$ cat src/rtl/coinc_pkg.sv
package coinc_pkg;

  localparam logic [7:0] FRAME_SYNC = 8'hA5;

  // Bytes in one report frame: sync byte plus one count per channel and one for coincidences.
  function automatic int frame_bytes(input int n_ch, input int cnt_w);
    return 1 + (n_ch + 1) * (cnt_w / 8);
  endfunction

endpackage

$ cat src/rtl/det_sync.sv
module det_sync #(
  parameter int NUM_CH = 2
) (
  input  logic              clk,
  input  logic              rst_n,
  input  logic [NUM_CH-1:0] det_in,
  output logic [NUM_CH-1:0] rise
);

  for (genvar c = 0; c < NUM_CH; c++) begin : g_ch
    // [0],[1] synchronize; [2] remembers the previous synchronized level
    logic [2:0] pipe_q;
    always_ff @(posedge clk or negedge rst_n) begin
      if (!rst_n) pipe_q <= '0;
      else        pipe_q <= {pipe_q[1:0], det_in[c]};
    end
    assign rise[c] = pipe_q[1] & ~pipe_q[2];
  end

endmodule

$ cat src/rtl/coinc_window.sv
module coinc_window #(
  parameter int NUM_CH = 2,
  parameter int WIN_W  = 4
) (
  input  logic              clk,
  input  logic              rst_n,
  input  logic [NUM_CH-1:0] rise,
  input  logic [NUM_CH-1:0] ch_en,
  input  logic [WIN_W-1:0]  win_len,
  output logic [NUM_CH-1:0] armed,
  output logic              coinc
);

  // A zero setting would never arm; treat it as the shortest window.
  function automatic logic [WIN_W-1:0] span_load(input logic [WIN_W-1:0] w);
    return (w == '0) ? WIN_W'(1) : w;
  endfunction

  logic [NUM_CH-1:0] live;
  assign live  = rise | armed;
  assign coinc = (|ch_en) & (&(live | ~ch_en));

  for (genvar c = 0; c < NUM_CH; c++) begin : g_arm
    logic [WIN_W-1:0] left_q;
    always_ff @(posedge clk or negedge rst_n) begin
      if (!rst_n)             left_q <= '0;
      else if (coinc)         left_q <= '0;
      else if (rise[c])       left_q <= span_load(win_len);
      else if (left_q != '0)  left_q <= left_q - WIN_W'(1);
    end
    assign armed[c] = (left_q != '0);
  end

endmodule

$ cat src/rtl/count_bank.sv
module count_bank #(
  parameter int NUM_CH        = 2,
  parameter int CNT_W         = 32,
  parameter int PERIOD_CYCLES = 1000
) (
  input  logic                         clk,
  input  logic                         rst_n,
  input  logic [NUM_CH-1:0]            rise,
  input  logic                         coinc,
  output logic [(NUM_CH+1)*CNT_W-1:0]  payload,
  output logic                         frame_ready,
  output logic                         period_end,
  output logic [CNT_W-1:0]             coinc_run
);

  localparam int NSLOT = NUM_CH + 1;
  localparam int PER_W = (PERIOD_CYCLES > 1) ? $clog2(PERIOD_CYCLES) : 1;
  localparam logic [CNT_W-1:0] CNT_MAX = {CNT_W{1'b1}};

  function automatic logic [CNT_W-1:0] sat_step(input logic [CNT_W-1:0] v, input logic e);
    return (e && (v != CNT_MAX)) ? v + CNT_W'(1) : v;
  endfunction

  logic [PER_W-1:0] per_q;
  assign period_end = (per_q == PER_W'(PERIOD_CYCLES - 1));

  always_ff @(posedge clk or negedge rst_n) begin
    if (!rst_n) begin
      per_q       <= '0;
      frame_ready <= 1'b0;
    end else begin
      per_q       <= period_end ? '0 : per_q + PER_W'(1);
      frame_ready <= period_end;
    end
  end

  logic [NSLOT-1:0] ev;
  assign ev = {coinc, rise};

  for (genvar s = 0; s < NSLOT; s++) begin : g_slot
    logic [CNT_W-1:0] run_q, snap_q;
    always_ff @(posedge clk or negedge rst_n) begin
      if (!rst_n) begin
        run_q  <= '0;
        snap_q <= '0;
      end else if (period_end) begin
        snap_q <= sat_step(run_q, ev[s]);
        run_q  <= '0;
      end else begin
        run_q  <= sat_step(run_q, ev[s]);
      end
    end
    assign payload[s*CNT_W +: CNT_W] = snap_q;
    if (s == NSLOT - 1) begin : g_last
      assign coinc_run = run_q;
    end
  end

endmodule

$ cat src/rtl/uart_frame_tx.sv
module uart_frame_tx #(
  parameter int NUM_CH   = 2,
  parameter int CNT_W    = 32,
  parameter int BAUD_DIV = 868
) (
  input  logic                        clk,
  input  logic                        rst_n,
  input  logic                        frame_ready,
  input  logic [(NUM_CH+1)*CNT_W-1:0] payload,
  output logic                        tx,
  output logic                        busy,
  output logic                        overflow
);

  import coinc_pkg::*;

  localparam int NBYTES = frame_bytes(NUM_CH, CNT_W);
  localparam int IDX_W  = $clog2(NBYTES);
  localparam int BD_W   = $clog2(BAUD_DIV);
  localparam int PAY_W  = (NUM_CH + 1) * CNT_W;

  function automatic logic [7:0] pick_byte(input logic [PAY_W-1:0] pay, input logic [IDX_W-1:0] k);
    logic [PAY_W-1:0] sh;
    if (k == '0) return FRAME_SYNC;
    sh = pay >> (8 * (int'(k) - 1));
    return sh[7:0];
  endfunction

  logic             busy_q, ovf_q;
  logic [PAY_W-1:0] pay_q;
  logic [IDX_W-1:0] idx_q;
  logic [9:0]       shift_q;
  logic [3:0]       bit_q;
  logic [BD_W-1:0]  baud_q;

  logic last_tick, frame_done;
  assign last_tick  = busy_q && (baud_q == BD_W'(BAUD_DIV - 1));
  assign frame_done = (bit_q == 4'd9) && (idx_q == IDX_W'(NBYTES - 1));

  always_ff @(posedge clk or negedge rst_n) begin
    if (!rst_n) begin
      busy_q  <= 1'b0;
      ovf_q   <= 1'b0;
      pay_q   <= '0;
      idx_q   <= '0;
      shift_q <= '1;
      bit_q   <= '0;
      baud_q  <= '0;
    end else begin
      if (frame_ready && busy_q) ovf_q <= 1'b1;
      if (!busy_q) begin
        if (frame_ready) begin
          busy_q  <= 1'b1;
          pay_q   <= payload;
          idx_q   <= '0;
          shift_q <= {1'b1, FRAME_SYNC, 1'b0};
          bit_q   <= '0;
          baud_q  <= '0;
        end
      end else if (!last_tick) begin
        baud_q <= baud_q + BD_W'(1);
      end else begin
        baud_q <= '0;
        if (bit_q == 4'd9) begin
          if (frame_done) begin
            busy_q <= 1'b0;
          end else begin
            idx_q   <= idx_q + IDX_W'(1);
            shift_q <= {1'b1, pick_byte(pay_q, idx_q + IDX_W'(1)), 1'b0};
            bit_q   <= '0;
          end
        end else begin
          shift_q <= {1'b1, shift_q[9:1]};
          bit_q   <= bit_q + 4'd1;
        end
      end
    end
  end

  assign tx       = busy_q ? shift_q[0] : 1'b1;
  assign busy     = busy_q;
  assign overflow = ovf_q;

endmodule

$ cat src/rtl/coinc_counter_top.sv
module coinc_counter_top #(
  parameter int NUM_CH        = 2,
  parameter int CNT_W         = 32,
  parameter int WIN_W         = 4,
  parameter int PERIOD_CYCLES = 100_000_000,
  parameter int BAUD_DIV      = 868
) (
  input  logic              clk,
  input  logic              rst_n,
  input  logic [NUM_CH-1:0] det_in,
  input  logic [NUM_CH-1:0] ch_en,
  input  logic [WIN_W-1:0]  win_len,
  output logic              uart_tx,
  output logic              overflow
);

  localparam int PAY_W = (NUM_CH + 1) * CNT_W;

  // Named internal events, visible to the bound checker
  logic [NUM_CH-1:0] edge_vec;
  logic [NUM_CH-1:0] armed_vec;
  logic              coinc_pulse;
  logic              period_end;
  logic              frame_ready;
  logic              tx_busy;
  logic [CNT_W-1:0]  coinc_run;
  logic [PAY_W-1:0]  payload;

  det_sync #(.NUM_CH(NUM_CH)) u_sync (
    .clk(clk), .rst_n(rst_n), .det_in(det_in), .rise(edge_vec)
  );

  coinc_window #(.NUM_CH(NUM_CH), .WIN_W(WIN_W)) u_win (
    .clk(clk), .rst_n(rst_n), .rise(edge_vec), .ch_en(ch_en),
    .win_len(win_len), .armed(armed_vec), .coinc(coinc_pulse)
  );

  count_bank #(.NUM_CH(NUM_CH), .CNT_W(CNT_W), .PERIOD_CYCLES(PERIOD_CYCLES)) u_cnt (
    .clk(clk), .rst_n(rst_n), .rise(edge_vec), .coinc(coinc_pulse),
    .payload(payload), .frame_ready(frame_ready), .period_end(period_end),
    .coinc_run(coinc_run)
  );

  uart_frame_tx #(.NUM_CH(NUM_CH), .CNT_W(CNT_W), .BAUD_DIV(BAUD_DIV)) u_tx (
    .clk(clk), .rst_n(rst_n), .frame_ready(frame_ready), .payload(payload),
    .tx(uart_tx), .busy(tx_busy), .overflow(overflow)
  );

endmodule

$ cat config.mk
export PLATFORM = sky130hd
export DESIGN_NAME = coinc_counter_top
export DESIGN_NICKNAME = d
export VERILOG_FILES = /design/src/rtl/coinc_pkg.sv /design/src/rtl/det_sync.sv /design/src/rtl/coinc_window.sv /design/src/rtl/count_bank.sv /design/src/rtl/uart_frame_tx.sv /design/src/rtl/coinc_counter_top.sv
export SDC_FILE = /design/constraint.sdc
export NUM_CORES = 1
export LEC_CHECK = 0
export BUFFER_PORTS_ARGS = -buffer_cell sky130_fd_sc_hd__buf_4
export CORE_MARGIN = 2
export CORE_UTILIZATION = 60
export CTS_CLUSTER_SIZE = 12
export DETAILED_ROUTE_END_ITERATION = 10
export PLACE_DENSITY = 0.76
export SETUP_SLACK_MARGIN = 0.05
export SYNTH_ARGS = -nofsm -noshare
export SYNTH_HDL_FRONTEND = slang
export SYNTH_SLANG_ARGS = --single-unit
$ cat constraint.sdc
create_clock -name clk -period 3 [get_ports clk]
set_input_delay 0.3 -clock clk [delete_from_list [all_inputs] [get_ports clk]]
set_output_delay 0.3 -clock clk [all_outputs]
set_load 0.01 [all_outputs]
==> run_results.csv <==
group,metric,value,unit
timing,setup_viol,0,
synth,ys.flop_type,"dfrtp_1",
place,dpl.cell_count,1827,
timing,finClkSkew,0.0160,ns
timing,worst_slack,0.345,ns
synth,syn_area,16400,um2
place,dpl-instance-area,16900,um2
layout,nets,1551,
synth,syn_nets,1544,
layout,diodes,0,
power,vdd_drop_max,0.000554,V
floorplan,dieArea,28600,um2
place,dpl.hpwl,22800,um
routing,wl_per_cell,18.1,um
critical_path,worstPathArrival,3.09,ns
synth,ys_seq_area_frac,0.549,
critical_path,rrSetupSlack,0.35,ns
critical_path,required,3.43,ns
clock_network,root_buffer,"clkbuf_16",
clock_network,insertion_delay,0.53,ns
layout,stdcell_count,1893,
clock_network,numCtsBuffers,38,
timing,slew_headroom,0.545,
floorplan,std_cell_rows,60,
floorplan,die_x,169,um
floorplan,design.core.area,26900,um2
floorplan,io_pins,12,
layout,areaGrowthSynthToFinish,10.3,%
critical_path,start_kind,"flip-flop",
timing,finalHoldViolCount,0,
place,portBuffers,11,
global_route,antenna_found_initial,0,
timing,period_share,0.885,
place,preCtsSetupSlack,0.436,ns
synth,syn-instance-count,1522,
clock_network,cts_resized,0,
routing,routed_wl,34200,um
routing,drt_iter0_drc,900,
synth,ys_types,68,
global_route,grt_remaining_overflow,0,
clock_network,clkTransAtPathRegs,0.06,ns
min_path,worstHoldPathType,"in -> reg",
clock_network,ctsHtreeMaxLevel,2,
synth,yosysWarnings,0,
synth,synth-seq-cells,359,
floorplan,start_util,0.609,
clock_network,clk_path_buf_depth,3,
global_route,grt_max_degree,99,
power,p_per_area,576,nW/um2
synth,synth_edf_count,0,
global_route,first_global_vias,11500,
routing,first_pass_iters,5,
critical_path,path_max_fanout,13,
power,leakage,8.24,nW
global_route,grt_usage,0.250,
timing,fmax,0.377,GHz
synth,syn_area_per_cell,10.8,um2
job,max-cap-violations,0,
place,gp_congestion,0.868,
timing,fin_crit,2.65,ns
routing,via_per_inst,5.97,
routing,drc,0,
run_status,outcome,"completed",
critical_path,worst_setup_path_end_kind,"flip-flop",
floorplan,fp.dieH,169,um
layout,postLayoutCellArea,18100,um2
timing,drv_slew,0,
critical_path,worstSetupPathType,"reg -> reg",
clock_network,cts.sinks,359,
timing,tightest_slew,0.680,ns
routing,ant_nets,0,
global_route,grt_pass1_wl,58000,um
power,finalPower,0.0104,W
timing,rsz0062_at_grt,"false",
synth,async_reset_ff_frac,1.00,
clock_network,cts_tree,"built",
layout,drive_gt1_frac,0.154,
routing,num_vias,11300,
timing,setup_tns,0,ns
==> through the flow <==
| stage | util | hold slack (ns) |
|---|---|---|
| finish | 0.672 | 0.0439 |
| global route | 0.672 | 0.0545 |
| CTS | 0.672 | 0.0280 |
| detailed placement | 0.628 | 0.341 |
| global placement | 0.628 | 0.333 |
| floorplan | - | 0.00441 |
==> path summary, 6_finish.rpt <==
check / start / to / depth (start not counted)
max: u_tx.idx_q[0] / u_tx.shift_q[8] / 9
min reg2reg: u_sync.g_ch[1].pipe_q[0] / u_sync.g_ch[1].pipe_q[1] / 0
max in group asynchronous: rst_n / u_cnt.per_q[25] / 3
max reg2reg: u_tx.idx_q[0] / u_tx.shift_q[8] / 9
min in group asynchronous: rst_n / u_cnt.coinc_run[17] / 3
min: win_len[1] / u_win.g_arm[0].left_q[1] / 3
==> Yosys cell counts (3+ instances only) <==
cell	number	area, um2
nand3b_1	4	30.0
buf_4	4	30.0
dfstp_2	9	236
or3_1	5	31.3
nor2_1	168	631
or3b_2	3	26.3
buf_2	19	95.1
a32o_1	3	30.0
buf_1	6	22.5
o31ai_1	8	60.1
mux4_2	19	428
o21ai_0	86	430
nor4b_1	3	26.3
mux2i_1	11	110
a31o_1	3	26.3
inv_1	20	75.1
nor2b_1	7	43.8
nand2b_1	7	43.8
nand4b_1	6	52.6
xnor2_1	50	438
nand3_1	66	330
o22ai_1	6	37.5
nor3_1	27	135
and3_1	31	194
nor4_1	14	87.6
and2_1	10	62.6
ha_1	12	150
a21oi_1	17	85.1
a22o_1	3	26.3
xor2_1	69	604
nand2_1	185	694
nor3b_1	6	45.0
o21ai_1	36	180
o221ai_1	3	26.3
or2_2	4	25.0
a211oi_1	7	52.6
clkbuf_1	45	169
nand4_1	40	250
dfrtp_1	350	8760
mux2_2	100	1130
a21o_1	5	37.5
and4_1	14	123
==> worst max-delay path, stage by stage, from the launching register on <==
cell and delay [ns]:
dfrtp_1 0.38, inv_1 0.14, ha_2 0.32, buf_4 0.20, o31ai_1 0.33, o21ai_0 0.17
xor2_1 0.17, buf_4 0.21, or3b_2 0.45, a32oi_1 0.19
==> placed cells by master, fill, tap and decap left out, types with 4 or more instances in the layout <==
cell type,instances
a211oi_1,7
and4_1,14
mux4_2,19
mux2i_1,11
or3_1,5
xnor2_1,50
o21ai_0,86
nand3b_1,4
clkbuf_1,12
nand4b_1,6
a21oi_1,17
nand2b_1,7
nand4_1,40
inv_1,20
nand2_1,184
o22ai_1,6
buf_12,7
o21ai_1,36
dfrtp_1,350
mux2_2,100
buf_4,30
and3_1,31
clkbuf_16,39
ha_1,11
nor3_1,27
a21o_1,5
or2_2,4
nor2_1,168
and2_1,10
nor2b_1,6
xor2_1,69
clkbuf_8,5
dfstp_2,9
nor4_1,14
clkinv_2,5
nand3_1,66
o31ai_1,8
nor3b_1,6
==> metal layers <==
| metal | vias to the layer above | global-route usage | wire length [um] |
|---|---|---|---|
| li1 | 5323 | - | - |
| met3 | 62 | 0.0352 | 1430 |
| met5 | - | 0 | 0 |
| met1 | 5682 | 0.355 | 15500 |
| met2 | 231 | 0.404 | 16400 |
| met4 | 0 | 0.0766 | 830 |
==> cells by family (layout without fill, tap and decap cells) <==
kind of cell / count (synthesis) / count (layout) / share of synthesized area
simple gates: 608 / 608 / 0.178
flops: 359 / 359 / 0.549
compound gates: 199 / 199 / 0.0740
mux: 130 / 130 / 0.102
xor+xnor: 119 / 119 / 0.0637
buf+inv: 95 / 125 / 0.0242
fa+ha+maj: 12 / 12 / 0.00917
==> final cells by class <==
cell class                 count  area [um2]
sequential                   359        8990
fill                        2016        8820
multi-input combinational   1068        7000
clock buffer                  56        1090
tap                          341         427
timing repair buffer          41         410
inverter                      21        78.8
clock inverter                 7        57.6
==> power breakdown <==
group | total [W] | internal, W | switching [W]
sequential | 0.00521 | 0.00503 | 0.000182
combinational | 0.000815 | 0.000320 | 0.000495
clock | 0.00437 | 0.00252 | 0.00186
total | 0.0104 | 0.00786 | 0.00253
==> what timing repair did <==
| item | 4_1_cts | 5_1_grt |
|---|---|---|
| hold buffers | 3 | 0 |
| endpoints found under the setup margin | 0 | 0 |
| endpoints found under the hold margin | 352 | 0 |
| buffers inserted | 0 | 0 |
==> registers in the layout (all words and copies together), names as in the netlist <==
name and flops:
u_tx.busy 1, u_cnt.frame_ready 1, u_sync.g_ch.pipe_q 6, u_tx.bit_q 4, u_tx.shift_q 9, u_tx.baud_q 10
u_tx.pay_q 96, u_cnt.coinc_run 32, u_tx.idx_q 4, u_cnt.g_slot.run_q 64, u_tx.overflow 1, u_win.g_arm.left_q 8
u_cnt.g_slot.snap_q 96, u_cnt.per_q 27
(Power assumes the default switching activity.)
